### src/rtl/gpio_port_pkg.sv
package gpio_port_pkg;

    localparam int ADDR_W = 2;

    typedef enum logic [ADDR_W-1:0] {
        SEL_DIR  = 2'd0,
        SEL_DATA = 2'd1,
        SEL_LVL  = 2'd2,
        SEL_NONE = 2'd3
    } reg_sel_e;

    typedef struct packed {
        logic drv;
        logic oe;
        logic pu;
    } pad_ctl_t;

    // push-pull pin: drive when output, pullup follows data when input
    function automatic pad_ctl_t pp_pad(input logic dir, input logic dat);
        pad_ctl_t p;
        p.drv = dat;
        p.oe  = dir;
        p.pu  = ~dir & dat;
        return p;
    endfunction

    // open-drain pin: only pulls low, no pullup, yields to alternate owner
    function automatic pad_ctl_t od_pad(input logic dir, input logic dat, input logic alt);
        pad_ctl_t p;
        p.drv = 1'b0;
        p.oe  = dir & ~dat & ~alt;
        p.pu  = 1'b0;
        return p;
    endfunction

endpackage

### src/rtl/gpio_port_regs.sv
module gpio_port_regs
    import gpio_port_pkg::*;
#(
    parameter int              PINS    = 8,
    parameter logic [PINS-1:0] DIR_RST = '0,
    parameter logic [PINS-1:0] DAT_RST = '1
) (
    input  logic              clk,
    input  logic              rst,
    input  logic [ADDR_W-1:0] addr,
    input  logic              we,
    input  logic [PINS-1:0]   wdata,
    input  logic [PINS-1:0]   lvl,
    output logic [PINS-1:0]   dir_q,
    output logic [PINS-1:0]   dat_q,
    output logic [PINS-1:0]   rdata
);

    reg_sel_e        sel;
    logic [PINS-1:0] rd_mux;

    assign sel = reg_sel_e'(addr);

    always_ff @(posedge clk) begin
        if (rst) begin
            dir_q <= DIR_RST;
            dat_q <= DAT_RST;
        end else if (we) begin
            if (sel == SEL_DIR)  dir_q <= wdata;
            if (sel == SEL_DATA) dat_q <= wdata;
        end
    end

    always_comb begin
        case (sel)
            SEL_DIR:  rd_mux = dir_q;
            SEL_DATA: rd_mux = dat_q;
            SEL_LVL:  rd_mux = lvl;
            default:  rd_mux = '0;
        endcase
    end

    always_ff @(posedge clk) begin
        if (rst) rdata <= '0;
        else     rdata <= rd_mux;
    end

endmodule

### src/rtl/gpio_port_sync_edge.sv
module gpio_port_sync_edge #(
    parameter int PINS      = 8,
    parameter int TACH_PINS = 6
) (
    input  logic                 clk,
    input  logic                 rst,
    input  logic [PINS-1:0]      pin_in,
    input  logic [TACH_PINS-1:0] tach_en,
    output logic [PINS-1:0]      lvl,
    output logic [TACH_PINS-1:0] evt
);

    logic [PINS-1:0]      meta_q;
    logic [TACH_PINS-1:0] prev_q;

    always_ff @(posedge clk) begin
        if (rst) begin
            meta_q <= '0;
            lvl    <= '0;
            prev_q <= '0;
        end else begin
            meta_q <= pin_in;
            lvl    <= meta_q;
            prev_q <= lvl[TACH_PINS-1:0];
        end
    end

    for (genvar i = 0; i < TACH_PINS; i++) begin : g_tap
        assign evt[i] = tach_en[i] & prev_q[i] & ~lvl[i];
    end

endmodule

### src/rtl/gpio_port_pads.sv
module gpio_port_pads
    import gpio_port_pkg::*;
#(
    parameter int              PINS    = 8,
    parameter logic [PINS-1:0] OD_MASK = 8'hC0
) (
    input  logic [PINS-1:0] dir,
    input  logic [PINS-1:0] dat,
    input  logic            alt_en,
    output logic [PINS-1:0] pad_out,
    output logic [PINS-1:0] pad_oe,
    output logic [PINS-1:0] pad_pu
);

    for (genvar i = 0; i < PINS; i++) begin : g_pin
        pad_ctl_t ctl;
        if (OD_MASK[i]) begin : g_od
            assign ctl = od_pad(dir[i], dat[i], alt_en);
        end else begin : g_pp
            assign ctl = pp_pad(dir[i], dat[i]);
        end
        assign pad_out[i] = ctl.drv;
        assign pad_oe[i]  = ctl.oe;
        assign pad_pu[i]  = ctl.pu;
    end

endmodule

### src/rtl/gpio_port_ctrl.sv
module gpio_port_ctrl
    import gpio_port_pkg::*;
#(
    parameter int              PINS      = 8,
    parameter int              TACH_PINS = 6,
    parameter logic [PINS-1:0] OD_MASK   = 8'hC0,
    parameter logic [PINS-1:0] DIR_RST   = '0,
    parameter logic [PINS-1:0] DAT_RST   = '1
) (
    input  logic                 clk,
    input  logic                 rst,
    input  logic [ADDR_W-1:0]    bus_addr,
    input  logic                 bus_we,
    input  logic [PINS-1:0]      bus_wdata,
    output logic [PINS-1:0]      bus_rdata,
    input  logic [PINS-1:0]      pin_in,
    output logic [PINS-1:0]      pad_out,
    output logic [PINS-1:0]      pad_oe,
    output logic [PINS-1:0]      pad_pu,
    input  logic                 i2c_en,
    input  logic [TACH_PINS-1:0] tach_en,
    output logic [TACH_PINS-1:0] tach_evt
);

    logic [PINS-1:0] lvl;
    logic [PINS-1:0] dir_q;
    logic [PINS-1:0] dat_q;

    gpio_port_sync_edge #(.PINS(PINS), .TACH_PINS(TACH_PINS)) u_sync (
        .clk    (clk),
        .rst    (rst),
        .pin_in (pin_in),
        .tach_en(tach_en),
        .lvl    (lvl),
        .evt    (tach_evt)
    );

    gpio_port_regs #(.PINS(PINS), .DIR_RST(DIR_RST), .DAT_RST(DAT_RST)) u_regs (
        .clk  (clk),
        .rst  (rst),
        .addr (bus_addr),
        .we   (bus_we),
        .wdata(bus_wdata),
        .lvl  (lvl),
        .dir_q(dir_q),
        .dat_q(dat_q),
        .rdata(bus_rdata)
    );

    gpio_port_pads #(.PINS(PINS), .OD_MASK(OD_MASK)) u_pads (
        .dir    (dir_q),
        .dat    (dat_q),
        .alt_en (i2c_en),
        .pad_out(pad_out),
        .pad_oe (pad_oe),
        .pad_pu (pad_pu)
    );

endmodule

### config.mk
export PLATFORM = sky130hd
export DESIGN_NAME = gpio_port_ctrl
export DESIGN_NICKNAME = d
export VERILOG_FILES = /design/src/rtl/gpio_port_pkg.sv /design/src/rtl/gpio_port_regs.sv /design/src/rtl/gpio_port_sync_edge.sv /design/src/rtl/gpio_port_pads.sv /design/src/rtl/gpio_port_ctrl.sv
export SDC_FILE = /design/constraint.sdc
export NUM_CORES = 1
export LEC_CHECK = 0
export BUFFER_PORTS_ARGS = -buffer_cell sky130_fd_sc_hd__buf_2
export CELL_PAD_IN_SITES_DETAIL_PLACEMENT = 0
export CELL_PAD_IN_SITES_GLOBAL_PLACEMENT = 1
export CORE_AREA = 2 2 99 73
export CTS_CLUSTER_SIZE = 30
export DETAILED_ROUTE_END_ITERATION = 16
export DIE_AREA = 0 0 101 75
export HOLD_SLACK_MARGIN = 0.03
export PLACE_DENSITY_LB_ADDON = 0.1
export SYNTH_ARGS = -nofsm -noshare
export SYNTH_HDL_FRONTEND = slang
export SYNTH_SLANG_ARGS = --single-unit
### constraint.sdc
create_clock -name clk -period 1.85 [get_ports clk]
set_clock_uncertainty 0.1 [all_clocks]
set_input_delay 0.2775 -clock clk [delete_from_list [all_inputs] [get_ports clk]]
set_output_delay 0.2775 -clock clk [all_outputs]
set_load 0.01 [all_outputs]
==> results of run 1 <==
-- area by class of cell --
type / count / share of cell area, %
sequential: 46 / 41.1
multi-input combinational: 114 / 33.0
timing repair buffer: 64 / 15.2
tap: 81 / 4.52
clock buffer: 6 / 3.24
clock inverter: 2 / 1.67
inverter: 8 / 1.34
-- Yosys cell counts --
master and n:
dfxtp_1 46, nor2_1 28, mux2i_1 24, nor2b_1 22
buf_4 17, nand2b_1 17, inv_1 8, o32ai_1 8
clkbuf_1 7, nand2_1 6, nor3b_1 3, buf_2 2
buf_6 2, and3b_1 1, conb_1 1, or2_2 1
-- critical path, stage by stage, from the launching register on --
cell,delay [ns]
dfxtp_1,0.39
nor3b_1,0.20
buf_2,0.16
-- stage by stage --
stage	total power [mW]	util (%)	cell area, um^2
after floorplan	1.21	-	1870
after global placement	1.27	32.5	2130
after detailed placement	1.27	32.5	2130
after CTS	2.03	34.1	2240
after global routing	2.10	34.1	2240
final	1.99	34.1	2240
-- registers in the layout (all words and copies together), names as in the netlist --
name	flops
u_sync.prev_q	6
u_sync.meta_q	8
u_regs.dat_q	8
u_sync.lvl	8
u_regs.dir_q	8
u_regs.rdata	8
-- power breakdown --
| group | internal [mW] | switching [mW] |
|---|---|---|
| combinational | 0.0934 | 0.0993 |
| clock | 0.403 | 0.344 |
| sequential | 1.03 | 0.0213 |
| total | 1.53 | 0.464 |
-- cell families (layout without fill, tap and decap cells) --
logic type / Yosys count / count (layout) / share of synthesized area, %
AND/OR/NAND/NOR: 78 / 78 / 22.0
AO/OA/AOI/OAI: 8 / 8 / 3.77
other: 1 / 4 / 0.202
buffers and inverters: 36 / 80 / 11.6
multiplexers: 24 / 24 / 12.9
flip-flops: 46 / 46 / 49.5
-- worst min-delay path by stage --
stage                                            from                          end  cells after the start
after global routing                        pin_in[6]  u_sync.meta_q[6]$_SDFF_PP0_                      2
after CTS                                   pin_in[3]  u_sync.meta_q[3]$_SDFF_PP0_                      2
final                                       pin_in[3]  u_sync.meta_q[3]$_SDFF_PP0_                      2
after floorplan                             pin_in[0]  u_sync.meta_q[0]$_SDFF_PP0_                      1
after global placement    u_sync.meta_q[7]$_SDFF_PP0_     u_sync.lvl[7]$_SDFF_PP0_                      1
after detailed placement  u_sync.meta_q[7]$_SDFF_PP0_     u_sync.lvl[7]$_SDFF_PP0_                      1
-- per-layer routing --
metal / share of wire (%) / up-vias / track usage, %
met2: 41 / 44 / 16.4
li1: - / 687 / -
met1: 51 / 593 / 14.7
met4: 0.98 / 0 / 4.05
met5: 0 / - / 0
met3: 6.5 / 4 / 3.44
==> reports/metrics.yaml, run 1 <==
status: "completed"
slew_viol_final: 0
reg2reg_depth: 2
ys_seq_area_share_pct: 49.5
synthTopCellsByArea: "dfxtp_1 49%, mux2i_1 13%, nor2b_1 7.4%, buf_4 6.9%, nand2b_1 5.7%"
hold_viol: 0
layoutNonFillerInstCount: 321
r2r_end: "u_regs.rdata[5]$_SDFF_PP0_"
worstSetupStartpointType: "flip-flop"
cts_sinks: 46
fillers: 703
yosysTopAreaCellShare_pct: 49.5
start_util_pct: 28.3
grt_antenna_before_repair: 0
finalNetCount: 267
multi_input_area_um2: 739
cp.required_ns: 1.47
final.setup.tns_ns: 0
synth_cell_types: 16
synth_area_mm2: 0.00186
critPathArrivalTime_ns: 1.04
worst_hold_path_type: "in2reg"
vias_per_cell: 4.14
post-dp-hpwl_mm: 2.89
pin_count: 66
criticalPathCategory: "reg2out"
die_y_um: 75
area_growth_pct: 20.5
clkTransAtPathRegs_ns: 0.09
grt_max_degree: 53
die-area_mm2: 0.00758
ir_drop_v: 0.000289
wl_mm: 3.99
grt_use_total_pct: 10.8
cp_max_fo: 3
fin_crit_sh_pct: 76.5
synth.largest_area_cell: "dfxtp_1"
numPortBuffers: 61
syn_avg_cell_area_um2: 9.64
fmax_mhz: 706
cp-startpoint: "u_regs.dir_q[6]$_SDFFE_PP0P_"
yosysWarnings: 0
cts_root_buf: "clkbuf_8"
whs_ns: 0.0848
gr-total-overflow: 0
fin_ws_ns: 0.434
detail_route.wl_per_cell_um: 12.4
pre_cts_ws_ns: 0.453
rsz0062_at_grt: "no"
cts_inserted_buffers: 5
fin_crit_ns: 1.42
fp.dieW_um: 101
reg2reg_from: "u_regs.dat_q[5]$_SDFFE_PP1P_"
cts_setup_buffers: 0
crit_path_end_kind: "output port"
coreArea_mm2: 0.00657
grt_pass1_vias: 1195
dp_cells: 313
ff2ff_setup_slack_ns: 0.94
cp-endpoint: "pad_oe[6]"
rows: 25
diodes: 0
dr.pass1.iters: 4
ant_nets: 0
synth-seq-cells: 46
drive_gt1_share_pct: 30.4
finalSetupViolations: 0
place_congestion: 0.675
drc: 0
drv_cap: 0
tightest_slew_ns: 0.529
grt_pass1_wl_mm: 6.12
cts_resized: 0
drtIter0Drc: 30
final_cell_mix: "61 x buf_2, 46 x dfxtp_1, 28 x nor2_1"
hold_buffers: 0
cts_tree: "built"
max_slew_margin_pct: 64.8
clock_latency_ns: 0.29
p_leak_nw: 1.03
cts_max_path_buffers: 2
seq_area_um2: 921
syn_inst: 193
mostFrequentLayoutCell: "buf_2"
power_density_mw_per_mm2: 889
vias: 1328
htreeDepth: 2
No activity file was read; power rests on OpenSTA's default activity.
==> run 2: changes to the inputs <==
==> constraint.sdc (replaced) <==
create_clock -name clk -period 1.4 [get_ports clk]
set_clock_uncertainty 0.1 [all_clocks]
set_input_delay 0.21 -clock clk [delete_from_list [all_inputs] [get_ports clk]]
set_output_delay 0.21 -clock clk [all_outputs]
set_load 0.01 [all_outputs]
==> reports/metrics.yaml, run 2 (synthesized netlist as in run 1, its figures left out) <==
status: "completed"  # unchanged
mostFrequentLayoutCell: "buf_2"  # unchanged
drive_gt1_share_pct: 31.6  # was 30.4%
cp_max_fo: 3  # unchanged
numPortBuffers: 61  # unchanged
dr.pass1.iters: 4  # unchanged
cts_root_buf: "clkbuf_8"  # unchanged
grt_pass1_vias: 1306  # was 1,195
criticalPathCategory: "reg2out"  # unchanged
cts_inserted_buffers: 5  # unchanged
area_growth_pct: 23.3  # was 20.5%
placed_area_mm2: 0.00215  # was 0.00213 mm^2
finalNetCount: 274  # was 267
slew_viol_final: 0  # unchanged
grt_pass1_wl_mm: 6.51  # was 6.12 mm
whs_ns: 0.0360  # was 0.0848 ns
grt_antenna_before_repair: 0  # unchanged
drtIter0Drc: 20  # was 30
htreeDepth: 2  # unchanged
cts_tree: "built"  # unchanged
drv_cap: 0  # unchanged
ir_drop_v: 0.000569  # was 0.000289 V
vias: 1345  # was 1,328
final.setup.tns_ns: 0  # unchanged
p_leak_nw: 1.06  # was 1.03 nW
crit_path_end_kind: "output port"  # unchanged
cts_max_path_buffers: 2  # unchanged
gr-total-overflow: 0  # unchanged
grt_use_met3_pct: 3.53  # was 3.44%
start_util_pct: 28.3  # unchanged
finalSetupViolations: 0  # unchanged
fin_area_mm2: 0.00229  # was 0.00224 mm^2
cts_sinks: 46  # unchanged
fmax_mhz: 755
critPathArrivalTime_ns: 1.01  # was 1.04 ns
post-dp-hpwl_mm: 3.04  # was 2.89 mm
coreArea_mm2: 0.00657  # unchanged
grt_use_total_pct: 11.4  # was 10.8%
fin_ws_ns: 0.0755  # was 0.434 ns
worstSetupStartpointType: "flip-flop"  # unchanged
fin_crit_ns: 1.32
top_usage_layer: "met2"  # unchanged
power_density_mw_per_mm2: 1150  # was 889 mW/mm^2
met2_usage_pct: 17.5  # was 16.4%
pre_cts_ws_ns: 0.243  # was 0.453 ns
ant_nets: 0  # unchanged
worst_hold_path_type: "in2reg"  # unchanged
cts_setup_buffers: 0  # unchanged
hold_viol: 0  # unchanged
die-area_mm2: 0.00758  # unchanged
clock_latency_ns: 0.30  # was 0.29 ns
fp.dieW_um: 101  # unchanged
clkTransAtPathRegs_ns: 0.09  # about the same
die_y_um: 75  # unchanged
place_congestion: 0.699  # was 0.675
rows: 25  # unchanged
vias_per_cell: 4.10  # was 4.14
final_cell_mix: "61 x buf_2, 46 x dfxtp_1, 28 x nor2_1"  # unchanged
fin_crit_sh_pct: 94.6
drc: 0  # unchanged
diodes: 0  # unchanged
wl_mm: 4.10  # was 3.99 mm
final_util_pct: 34.9  # was 34.1%
rsz0062_at_grt: "no"  # unchanged
detail_route.wl_per_cell_um: 12.5  # was 12.4 um
grt_max_degree: 23  # was 53
cp.required_ns: 1.09  # was 1.47 ns
grt_util_met1_pct: 15.4  # was 14.7%
pin_count: 66  # unchanged
-- run 2: cell types whose count changed in the layout (fill, tap and decap cells not counted), sizes merged --
cell	change
buf	+4
dlygate4sd3	+3
-- run 2: worst max-delay path, cell delays in order (launching register included) --
cell     delay (ns)
dfxtp_1        0.37
nor3b_2        0.19
buf_2          0.16
-- run 2: where the power goes --
part / internal [mW] / switching [mW]
logic: 0.132 / 0.137
registers: 1.36 / 0.0273
clock network: 0.533 / 0.453
total: 2.03 / 0.617
-- run 2: final timing paths --
path / startpoint / end / slack (ns) / cells past startpoint
hold reg to reg: u_sync.meta_q[0]$_SDFF_PP0_ / u_sync.lvl[0]$_SDFF_PP0_ / 0.34 / 1
hold / removal: pin_in[1] / u_sync.meta_q[1]$_SDFF_PP0_ / 0.04 / 2
setup / recovery: u_regs.dir_q[6]$_SDFFE_PP0P_ / pad_oe[6] / 0.08 / 2
setup reg to reg: u_regs.dat_q[3]$_SDFFE_PP1P_ / u_regs.rdata[3]$_SDFF_PP0_ / 0.48 / 2
-- run 2: cell type report --
cell class                      instances  area [um^2]
Tap cell                               81          101
Multi-Input combinational cell        114          744
Sequential cell                        46          921
Inverter                                8         30.0
Clock inverter                          2         37.5
Timing Repair Buffer                   71          388
Clock buffer                            6         72.6
Fill cell                             718         4270
-- run 2: stage by stage --
| step | total power, mW | std cells |
|---|---|---|
| after floorplan | 1.59 | 196 |
| after global placement | 1.69 | 317 |
| after detailed placement | 1.69 | 317 |
| after CTS | 2.68 | 328 |
| after global routing | 2.77 | 328 |
| final | 2.64 | 328 |
-- run 2: metal layers --
layer	vias to the layer above	part of all wire [%]
met5	-	0
met4	0	0.95
met3	5	5.5
met2	45	41
met1	598	52
li1	697	-
-- run 2: timing repair --
item | in CTS | in global routing
gates resized for setup | 1 | 0
hold buffers | 3 | 0
setup endpoints to repair | 1 | 0
endpoints found under the hold margin | 3 | 0
==> run 3: changes to the inputs <==
--- a/config.mk
+++ b/config.mk
@@ -13,7 +13,7 @@
 export DETAILED_ROUTE_END_ITERATION = 16
 export DIE_AREA = 0 0 101 75
 export HOLD_SLACK_MARGIN = 0.03
-export PLACE_DENSITY_LB_ADDON = 0.1
+export PLACE_DENSITY_LB_ADDON = 0.3
 export SYNTH_ARGS = -nofsm -noshare
 export SYNTH_HDL_FRONTEND = slang
 export SYNTH_SLANG_ARGS = --single-unit
==> reports/metrics.yaml, run 3 (synthesized netlist as in run 1, its figures left out) <==
cts_inserted_buffers: 5  # unchanged
fp.dieW_um: 101  # unchanged
grt_use_total_pct: 10.9  # was 11.4%
dr.pass1.iters: 4  # unchanged
layoutNonFillerInstCount: 329  # was 328
vias: 1368  # was 1,345
worst_hold_path_type: "in2reg"  # unchanged
slew_viol_final: 0  # unchanged
finalSetupViolations: 0  # unchanged
area_growth_pct: 23.8  # was 23.3%
htreeDepth: 2  # unchanged
die-area_mm2: 0.00758  # unchanged
cts_max_path_buffers: 2  # unchanged
wl_mm: 3.96  # was 4.10 mm
rows: 25  # unchanged
clock_latency_ns: 0.29  # was 0.30 ns
final.setup.tns_ns: 0  # unchanged
dp_cells: 314  # was 317
drc: 0  # unchanged
crit_path_end_kind: "output port"  # unchanged
numPortBuffers: 61  # unchanged
drv_cap: 0  # unchanged
grt_pass1_vias: 1295  # was 1,306
p_leak_nw: 1.06  # about the same
final_cell_mix: "61 x buf_2, 46 x dfxtp_1, 28 x nor2_1"  # unchanged
post-dp-hpwl_mm: 2.86  # was 3.04 mm
gr-total-overflow: 0  # unchanged
detail_route.wl_per_cell_um: 12.0  # was 12.5 um
ant_nets: 0  # unchanged
fin_crit_sh_pct: 93.7  # was 94.6%
rsz0062_at_grt: "no"  # unchanged
place_congestion: 0.730  # was 0.699
ff2ff_setup_slack_ns: 0.49  # was 0.48 ns
fin_ws_ns: 0.0884  # was 0.0755 ns
cts_root_buf: "clkbuf_8"  # unchanged
placed_area_mm2: 0.00214  # was 0.00215 mm^2
hold_viol: 0  # unchanged
diodes: 0  # unchanged
cts_sinks: 46  # unchanged
power_density_mw_per_mm2: 1050  # was 1150 mW/mm^2
clkTransAtPathRegs_ns: 0.08  # was 0.09 ns
die_y_um: 75  # unchanged
fin_crit_ns: 1.31  # was 1.32 ns
grt_antenna_before_repair: 0  # unchanged
cts_tree: "built"  # unchanged
status: "completed"  # unchanged
fin_area_mm2: 0.00230  # was 0.00229 mm^2
fmax_mhz: 762  # was 755 MHz
drtIter0Drc: 29  # was 20
start_util_pct: 28.3  # unchanged
vias_per_cell: 4.16  # was 4.10
pin_count: 66  # unchanged
finalNetCount: 276  # was 274
cp.required_ns: 1.09  # about the same
drive_gt1_share_pct: 30.2  # was 31.6%
worstSetupStartpointType: "flip-flop"  # unchanged
grt_pass1_wl_mm: 6.24  # was 6.51 mm
cp_max_fo: 3  # unchanged
coreArea_mm2: 0.00657  # unchanged
critPathArrivalTime_ns: 1.00  # was 1.01 ns
criticalPathCategory: "reg2out"  # unchanged
grt_max_degree: 63  # was 23
pre_cts_ws_ns: 0.276  # was 0.243 ns
ir_drop_v: 0.000352  # was 0.000569 V
mostFrequentLayoutCell: "buf_2"  # unchanged
run 3: cell type report:
type,instances,area (um^2)
Fill cell,721,4270
Sequential cell,46,921
Multi-Input combinational cell,114,744
Timing Repair Buffer,73,428
Tap cell,81,101
Clock buffer,5,68.8
Inverter,8,30.0
Clock inverter,2,10.0
run 3: routing by layer:
| metal | vias to the layer above | part of all wire, % | track usage, % |
|---|---|---|---|
| li1 | 702 | - | - |
| met3 | 5 | 6.6 | 3.53 |
| met5 | - | 0 | 0 |
| met1 | 614 | 50 | 14.5 |
| met4 | 0 | 0.91 | 4.05 |
| met2 | 47 | 42 | 16.7 |
run 3: through the flow:
stage	hold WS (ns)	utilization [%]	power (mW)
floorplan	0.238	-	1.59
global placement	0.315	32.6	1.68
detailed placement	0.320	32.6	1.68
CTS	0.0812	35.0	2.47
global route	0.0861	35.1	2.55
finish	0.0895	35.1	2.42
run 3: what timing repair did:
action                                 in CTS  in global routing
hold buffers                                8                  0
setup endpoints to repair                   0                  1
setup buffers                               0                  0
gates resized for setup                     0                  1
endpoints found under the hold margin       8                  0
run 3: worst paths after layout:
kind,start,endpoint,cells past startpoint
worst max-delay path,u_regs.dir_q[7]$_SDFFE_PP0P_,pad_oe[7],2
worst min-delay path,bus_wdata[5],u_regs.dir_q[5]$_SDFFE_PP0P_,3
worst max register to register,u_regs.dat_q[5]$_SDFFE_PP1P_,u_regs.rdata[5]$_SDFF_PP0_,2
worst min register to register,u_sync.meta_q[5]$_SDFF_PP0_,u_sync.lvl[5]$_SDFF_PP0_,1
run 3: critical path: stages, from the launching register on:
cell and delay [ns]:
dfxtp_1 0.36, nor3b_2 0.19, buf_2 0.16
run 3: report_power, final:
| part | internal [mW] | switching (mW) |
|---|---|---|
| combinational | 0.139 | 0.136 |
| clock | 0.335 | 0.418 |
| sequential | 1.36 | 0.0275 |
